==> src/rtl/fop_pkg.sv <==
package fop_pkg;
   localparam int unsigned OP_W   = 4;
   localparam int unsigned OP_LSB = 3;

   typedef enum logic [OP_W-1:0] {
      OP_RD     = 4'd0,
      OP_WR     = 4'd1,
      OP_AND    = 4'd2,
      OP_OR     = 4'd3,
      OP_INC    = 4'd4,
      OP_DEC    = 4'd5,
      OP_SWZ    = 4'd6,
      OP_CAS    = 4'd7,
      OP_WRD    = 4'd8,
      OP_SETOPR = 4'd9
   } fop_op_e;

   typedef enum logic [1:0] {ST_IDLE, ST_EXEC, ST_RESP} fop_state_e;

   function automatic logic op_defined(input logic [OP_W-1:0] c);
      return c <= OP_SETOPR;
   endfunction

   function automatic logic op_on_word(input logic [OP_W-1:0] c);
      return c <= OP_WRD;
   endfunction
endpackage

==> src/rtl/fop_decode.sv <==
module fop_decode
   import fop_pkg::*;
#(
   parameter int unsigned ADDR_W = 16,
   parameter int unsigned IDX_W  = 4,
   parameter int unsigned WIN_W  = 5,
   parameter logic [WIN_W-1:0] WIN_ID = '0
) (
   input  logic [ADDR_W-1:0] addr,
   output logic [OP_W-1:0]   op,
   output logic [IDX_W-1:0]  idx,
   output logic              legal
);
   localparam int unsigned IDX_LSB = OP_LSB + OP_W;
   localparam int unsigned WIN_LSB = IDX_LSB + IDX_W;

   logic in_win;

   always_comb begin
      op     = addr[OP_LSB +: OP_W];
      idx    = addr[IDX_LSB +: IDX_W];
      in_win = (addr[WIN_LSB +: WIN_W] == WIN_ID);
      legal  = in_win && op_defined(op);
   end
endmodule

==> src/rtl/fop_alu.sv <==
module fop_alu
   import fop_pkg::*;
#(
   parameter int unsigned DATA_W  = 64,
   parameter int unsigned OPSEL_W = 2
) (
   input  logic [OP_W-1:0]   op,
   input  logic [DATA_W-1:0] old_val,
   input  logic [DATA_W-1:0] wdata,
   input  logic [DATA_W-1:0] cmp_val,
   output logic [DATA_W-1:0] new_val,
   output logic              wr_en,
   output logic [DATA_W-1:0] result,
   output logic              cas_ok
);
   localparam int unsigned SWAP_W = DATA_W - OPSEL_W;

   always_comb begin
      new_val = old_val;
      wr_en   = 1'b0;
      result  = old_val;
      cas_ok  = 1'b0;
      unique case (op)
         OP_RD:  ;
         OP_WR:  begin new_val = wdata;              wr_en = 1'b1; end
         OP_AND: begin new_val = old_val & wdata;    wr_en = 1'b1; end
         OP_OR:  begin new_val = old_val | wdata;    wr_en = 1'b1; end
         OP_INC: begin new_val = old_val + 1'b1;     wr_en = 1'b1; end
         OP_DEC: begin new_val = old_val - 1'b1;     wr_en = 1'b1; end
         OP_SWZ: begin new_val = '0;                 wr_en = 1'b1; end
         OP_CAS: begin
            if (old_val == cmp_val) begin
               new_val = {{OPSEL_W{1'b0}}, wdata[SWAP_W-1:0]};
               wr_en   = 1'b1;
               cas_ok  = 1'b1;
            end
         end
         OP_WRD: begin new_val = wdata; wr_en = 1'b1; result = wdata; end
         default: result = '0;
      endcase
   end
endmodule

==> src/rtl/fop_lastcache.sv <==
module fop_lastcache #(
   parameter int unsigned DATA_W = 64,
   parameter int unsigned IDX_W  = 4
) (
   input  logic              clk,
   input  logic              rst_n,
   input  logic [IDX_W-1:0]  look_idx,
   output logic              hit,
   output logic [DATA_W-1:0] hit_val,
   input  logic              upd_en,
   input  logic [IDX_W-1:0]  upd_idx,
   input  logic [DATA_W-1:0] upd_val
);
   logic              ent_vld;
   logic [IDX_W-1:0]  ent_idx;
   logic [DATA_W-1:0] ent_val;

   always_ff @(posedge clk or negedge rst_n) begin
      if (!rst_n) begin
         ent_vld <= 1'b0;
         ent_idx <= '0;
         ent_val <= '0;
      end else if (upd_en) begin
         ent_vld <= 1'b1;
         ent_idx <= upd_idx;
         ent_val <= upd_val;
      end
   end

   assign hit     = ent_vld && (ent_idx == look_idx);
   assign hit_val = ent_val;
endmodule

==> src/rtl/fetchop_unit.sv <==
module fetchop_unit
   import fop_pkg::*;
#(
   parameter int unsigned ADDR_W    = 16,
   parameter int unsigned DATA_W    = 64,
   parameter int unsigned WORDS     = 16,
   parameter int unsigned OPREGS    = 4,
   parameter bit          HIT_CACHE = 1'b1,
   parameter logic [4:0]  WIN_ID    = 5'h15
) (
   input  logic              clk,
   input  logic              rst_n,
   input  logic              req_valid,
   output logic              req_ready,
   input  logic [ADDR_W-1:0] req_addr,
   input  logic [DATA_W-1:0] req_wdata,
   output logic              rsp_valid,
   input  logic              rsp_ready,
   output logic [DATA_W-1:0] rsp_data,
   output logic              rsp_cas_ok,
   output logic              rsp_err
);
   localparam int unsigned IDX_W   = $clog2(WORDS);
   localparam int unsigned OPSEL_W = $clog2(OPREGS);
   localparam int unsigned WIN_LSB = OP_LSB + OP_W + IDX_W;
   localparam int unsigned WIN_W   = ADDR_W - WIN_LSB;

   if (WIN_W != 5) begin : g_bad_win
      $error("ADDR_W must leave exactly five window bits above the word index");
   end
   if ((1 << IDX_W) != WORDS) begin : g_bad_words
      $error("WORDS must be a power of two");
   end
   if (OPSEL_W < 1 || OPSEL_W > IDX_W) begin : g_bad_opregs
      $error("OPREGS must be between 2 and WORDS");
   end
   if (DATA_W <= 2 * OPSEL_W) begin : g_bad_data
      $error("DATA_W too narrow for the operand selector");
   end

   fop_state_e state;

   logic [OP_W-1:0]   live_op;
   logic [IDX_W-1:0]  live_idx;
   logic              live_legal;

   logic [OP_W-1:0]   q_op;
   logic [IDX_W-1:0]  q_idx;
   logic              q_legal;
   logic [DATA_W-1:0] q_data;

   logic [DATA_W-1:0] mem [WORDS];
   logic [DATA_W-1:0] opr_q [OPREGS];

   logic [DATA_W-1:0] mem_old, cmp_val, alu_new, alu_res;
   logic              alu_wr, alu_ok;
   logic [OPSEL_W-1:0] cas_sel;

   logic              c_hit;
   logic [DATA_W-1:0] c_val;
   logic              c_upd;
   logic [DATA_W-1:0] c_upd_val;

   logic accept, fast_hit, exec_word, opr_we;

   fop_decode #(
      .ADDR_W(ADDR_W), .IDX_W(IDX_W), .WIN_W(WIN_W), .WIN_ID(WIN_ID)
   ) u_dec (
      .addr(req_addr), .op(live_op), .idx(live_idx), .legal(live_legal)
   );

   assign req_ready = (state == ST_IDLE);
   assign rsp_valid = (state == ST_RESP);
   assign accept    = req_valid && req_ready;
   assign fast_hit  = live_legal && (live_op == OP_RD) && c_hit;

   assign mem_old   = mem[q_idx];
   assign cas_sel   = q_data[DATA_W-1 -: OPSEL_W];
   assign cmp_val   = opr_q[cas_sel];
   assign exec_word = (state == ST_EXEC) && q_legal && op_on_word(q_op);
   assign opr_we    = (state == ST_EXEC) && q_legal && (q_op == OP_SETOPR);
   assign c_upd     = exec_word;
   assign c_upd_val = alu_wr ? alu_new : mem_old;

   fop_alu #(.DATA_W(DATA_W), .OPSEL_W(OPSEL_W)) u_alu (
      .op(q_op), .old_val(mem_old), .wdata(q_data), .cmp_val(cmp_val),
      .new_val(alu_new), .wr_en(alu_wr), .result(alu_res), .cas_ok(alu_ok)
   );

   if (HIT_CACHE) begin : g_cache
      fop_lastcache #(.DATA_W(DATA_W), .IDX_W(IDX_W)) u_lc (
         .clk(clk), .rst_n(rst_n),
         .look_idx(live_idx), .hit(c_hit), .hit_val(c_val),
         .upd_en(c_upd), .upd_idx(q_idx), .upd_val(c_upd_val)
      );
   end else begin : g_nocache
      assign c_hit = 1'b0;
      assign c_val = '0;
   end

   for (genvar r = 0; r < OPREGS; r++) begin : g_opr
      always_ff @(posedge clk or negedge rst_n) begin
         if (!rst_n)
            opr_q[r] <= '0;
         else if (opr_we && (q_idx[OPSEL_W-1:0] == OPSEL_W'(r)))
            opr_q[r] <= q_data;
      end
   end

   always_ff @(posedge clk or negedge rst_n) begin
      if (!rst_n) begin
         for (int w = 0; w < WORDS; w++) mem[w] <= '0;
      end else if (exec_word && alu_wr) begin
         mem[q_idx] <= alu_new;
      end
   end

   always_ff @(posedge clk or negedge rst_n) begin
      if (!rst_n) begin
         state      <= ST_IDLE;
         q_op       <= '0;
         q_idx      <= '0;
         q_legal    <= 1'b0;
         q_data     <= '0;
         rsp_data   <= '0;
         rsp_cas_ok <= 1'b0;
         rsp_err    <= 1'b0;
      end else begin
         unique case (state)
            ST_IDLE: if (accept) begin
               q_op    <= live_op;
               q_idx   <= live_idx;
               q_legal <= live_legal;
               q_data  <= req_wdata;
               if (fast_hit) begin
                  rsp_data   <= c_val;
                  rsp_cas_ok <= 1'b0;
                  rsp_err    <= 1'b0;
                  state      <= ST_RESP;
               end else begin
                  state      <= ST_EXEC;
               end
            end
            ST_EXEC: begin
               rsp_data   <= q_legal ? alu_res : '0;
               rsp_cas_ok <= q_legal && alu_ok;
               rsp_err    <= !q_legal;
               state      <= ST_RESP;
            end
            ST_RESP: if (rsp_ready) state <= ST_IDLE;
            default: state <= ST_IDLE;
         endcase
      end
   end
endmodule

==> config.mk <==
export PLATFORM = sky130hd
export DESIGN_NAME = fetchop_unit
export DESIGN_NICKNAME = d
export VERILOG_FILES = /design/src/rtl/fop_pkg.sv /design/src/rtl/fop_decode.sv /design/src/rtl/fop_alu.sv /design/src/rtl/fop_lastcache.sv /design/src/rtl/fetchop_unit.sv
export SDC_FILE = /design/constraint.sdc
export NUM_CORES = 2
export LEC_CHECK = 0
export BUFFER_PORTS_ARGS = -buffer_cell sky130_fd_sc_hd__buf_2
export CAP_MARGIN = 15
export CELL_PAD_IN_SITES_DETAIL_PLACEMENT = 0
export CELL_PAD_IN_SITES_GLOBAL_PLACEMENT = 1
export CORE_MARGIN = 1.5
export CORE_UTILIZATION = 53
export DETAILED_ROUTE_END_ITERATION = 8
export HOLD_SLACK_MARGIN = 0.03
export PLACE_DENSITY_LB_ADDON = 0.05
export SLEW_MARGIN = 30
export SYNTH_ARGS = -nofsm -noshare
export SYNTH_HDL_FRONTEND = slang
export SYNTH_HIERARCHICAL = 1
export SYNTH_SLANG_ARGS = --single-unit
==> constraint.sdc <==
create_clock -name clk -period 6.3 [get_ports clk]
set_clock_uncertainty 0.1 [all_clocks]
set_input_delay 0.315 -clock clk [delete_from_list [all_inputs] [get_ports clk]]
set_output_delay 0.315 -clock clk [all_outputs]
set_load 0.02 [all_outputs]
==> results.toml <==
[global_route]
grt_pass1_vias = 52477
grt_util_all_layers = 0.333
grt_max_degree = 177
grt_first_pass_wirelength_um = 358000
grt_antenna_before_repair = 9
overflow = 0

[yosys]
ys_warn_count = 6
synthArstFlopShare = 1.00
yosys.area.top_type_share = 0.490
ys_ff_latch = 1490
netlist_instances = 5750
syn_nets = 5836
yosys_most_used_dff = "dfrtp_1"
yosysMostFrequentCell = "dfrtp_1"
synthTopCellsByArea = "dfrtp_1 (49%), mux2_2 (21%), mux4_2 (9.5%), mux2i_1 (2.1%), clkbuf_1 (1.6%)"
ys_seq_area_frac = 0.490
synth-edff-count = 0
yosysTopAreaCell = "dfrtp_1"
synth_cell_types = 98
syn_area_um2 = 76100
postSynthAreaPerCell_um2 = 13.2
synth_commonest_cells = "dfrtp_1 (1,490), mux2_2 (1,421), mux4_2 (320)"

[critical_path]
r2r_start = "q_idx[2]"
worstPathRequired_ps = 6930
crit_path_top_delay_cell = "nor3b_1"
start_kind = "register"
endpoint = "mem[317]"
rrSetupSlack_ps = 250
critPathMostFrequentCell = "buf_4"
max_stage_delay_ps = 680
arrival_ps = 6680
r2r_end = "mem[317]"
crit_type = "reg2reg"
endpoint_kind = "register"
crit_start = "q_idx[2]"
crit_fanout = 21
cp_cell_sequence = "buf_12 > buf_12 > mux4_2 > mux2i_1 > a21oi_1 > buf_4 > nor4_1 > buf_4 > nand2_1 > a2bb2oi_1 > nand2_1 > or4_1 > o22ai_1 > buf_4 > mux2i_1 > nor3b_1 > buf_4 > mux2_2"
r2r_cells = 18

[pwr]
power.internal_mw = 23.1
pwr-share-seq = 0.278
comb_power_share = 0.492
p_leak_nw = 41.8
power_density_nw_per_um2 = 471
vdd_ir_drop_max_mv = 0.336
switchingPower_mw = 18.6
pwr-share-clk = 0.231
power.share.switching = 0.446

[min_path]
hold_class = "in2reg"
min_path_cells = 3

[routing]
dr.first_iter.drc_count = 4954
vias = 52064
drt-total-wl_um = 241000
drtPass1Iterations = 6
drt-vias-per-instance = 6.38
drt_drc_violations_left = 0
antenna_left = 0
wl_per_cell_um = 29.6

[floorplanning]
die_area_um2 = 146000
ios = 152
die_h_um = 382
start_util = 0.536
die_w_um = 382
rows = 138
core-area_um2 = 142000

[timing]
layout_min_cycle_time_ps = 6050
setup_slack_ps = 248
slew_viol_final = 0
fmax_mhz = 165
max_slew_margin = 0.300
min_period_over_period = 0.961
tns_ps = 0
worst_pin_slew_ps = 1050
setup_viol = 0
rsz0062_at_grt = "no"
hold_viol_final = 0

[final_layout]
num-fill-cells = 11044
seq_area_um2 = 37300
syn_to_final_growth_pct = 16.3
final_area_um2 = 88500
drive_gt1_frac = 0.445
multi_input_area_um2 = 35900
fin_nets = 6225

[clocking]
cts_root_buf = "clkbuf_16"
htreeDepth = 4
cts_tree = "yes"
numCtsBuffers = 161
cts_sinks = 1490
clock_path_buffers = 3
clk-insertion-delay-late_ps = 810
clk_pin_slew_worst_paths_ps = 60

[placed_design]
hpwl_um = 167000
place_area_um2 = 82000
pre_cts_ws_ps = 156
io_buffers = 148
place.gp.congestion = 0.994

[run_status]
outcome = "complete, no violations"

[run]
max_cap_viol_count = 0
==> sequential cells by signal, summed over array words and instances (netlist names), 2 cells and up <==
signal,count
g_cache.u_lc/hit_val,64
q_op,4
rsp_data,64
opr_q,256
q_idx,4
mem,1024
q_data,64
state,2
g_cache.u_lc/ent_idx,4
==> cell families after synthesis <==
family	count (synthesis)	synth area share
multiplexers	1967	0.336
XOR/XNOR	98	0.0113
AO/OA/AOI/OAI	737	0.0665
flip-flops	1490	0.490
AND/OR/NAND/NOR	758	0.0513
adder cells (fa/ha/maj)	31	0.00414
buffers and inverters	669	0.0411
==> worst max-delay path: cells and delay by family (launching register included) <==
family	cells	cell delay, ps
AO/OA/AOI/OAI	3	730
AND/OR/NAND/NOR	5	1910
buffers and inverters	6	1470
flip-flops	1	610
multiplexers	4	1090
==> power groups by stage <==
stage               clock network [mW]  registers [mW]  logic (mW)
finish                            9.61            11.6        20.5
global route                      10.1            11.7        21.6
CTS                               9.78            11.5        19.9
detailed placement                   0            11.7        19.8
global placement                     0            11.7        19.6
floorplan                            0            11.2        11.0
==> final cells by class <==
| class | count | area share |
|---|---|---|
| Antenna cell | 3 | 0.0000848 |
| Clock buffer | 243 | 0.0549 |
| Clock inverter | 44 | 0.00632 |
| Inverter | 141 | 0.00604 |
| Multi-Input combinational cell | 3591 | 0.406 |
| Sequential cell | 1490 | 0.422 |
| Tap cell | 1890 | 0.0267 |
| Timing Repair Buffer | 754 | 0.0783 |
==> layer usage <==
layer,share of wire,global-route usage
met1,0.46,0.499
met2,0.44,0.493
met3,0.074,0.0641
met4,0.027,0.0938
met5,0.00032,0.00331
==> how the worst min path moves through the flow <==
| stage | startpoint | end | slack [ps] |
|---|---|---|---|
| 6_report | req_wdata[38] | q_data[38] | 200 |
| 5_1_grt | req_wdata[63] | q_data[63] | 180 |
| 4_1_cts | req_wdata[45] | q_data[45] | 150 |
| 3_5_place_dp | g_cache.u_lc/ent_vld | g_cache.u_lc/ent_vld | 360 |
| 3_3_place_gp | g_cache.u_lc/ent_vld | g_cache.u_lc/ent_vld | 360 |
| 2_1_floorplan | rst_n | g_cache.u_lc/ent_idx[0] | -80 |
==> through the flow <==
step | cells | power, mW | hold WS (ps) | utilization
finish | 8156 | 41.7 | 195 | 0.623
detailed placement | 7770 | 31.5 | 360 | 0.577
CTS | 8139 | 41.2 | 147 | 0.621
global route | 8153 | 43.4 | 182 | 0.623
floorplan | 5750 | 22.2 | -80.6 | -
global placement | 7766 | 31.3 | 357 | 0.577
==> placed cells by master (no fill, tap or decap), drive strengths merged, types with 17 or more instances in the layout <==
cell         synthesis  layout
a21oi              180     180
a221o               28      28
a221oi              76      76
a2bb2oi             27      27
a31oi               18      18
and3                18      18
buf                212     671
clkbuf             316     243
clkinv               1      33
dfrtp             1490    1490
dlygate4sd3          0      83
inv                140     142
maj3                29      29
mux2              1490    1490
mux2i              157     157
mux4               320     320
nand2              259     259
nand3               57      57
nand4               42      42
nor2               159     159
nor3                45      45
nor4                77      77
o21ai              153     153
o221a               34      34
o22ai               93      93
or4                 17      17
xnor2               30      30
xor2                68      68
==> repair_timing <==
item / in CTS / in global routing
resized for setup: 0 / 7
setup buffers: 0 / 10
endpoints found under the hold margin: 201 / 56
setup endpoints to repair: 0 / 350
hold buffers: 82 / 1
Note: power is estimated with default switching activity, not from simulation.
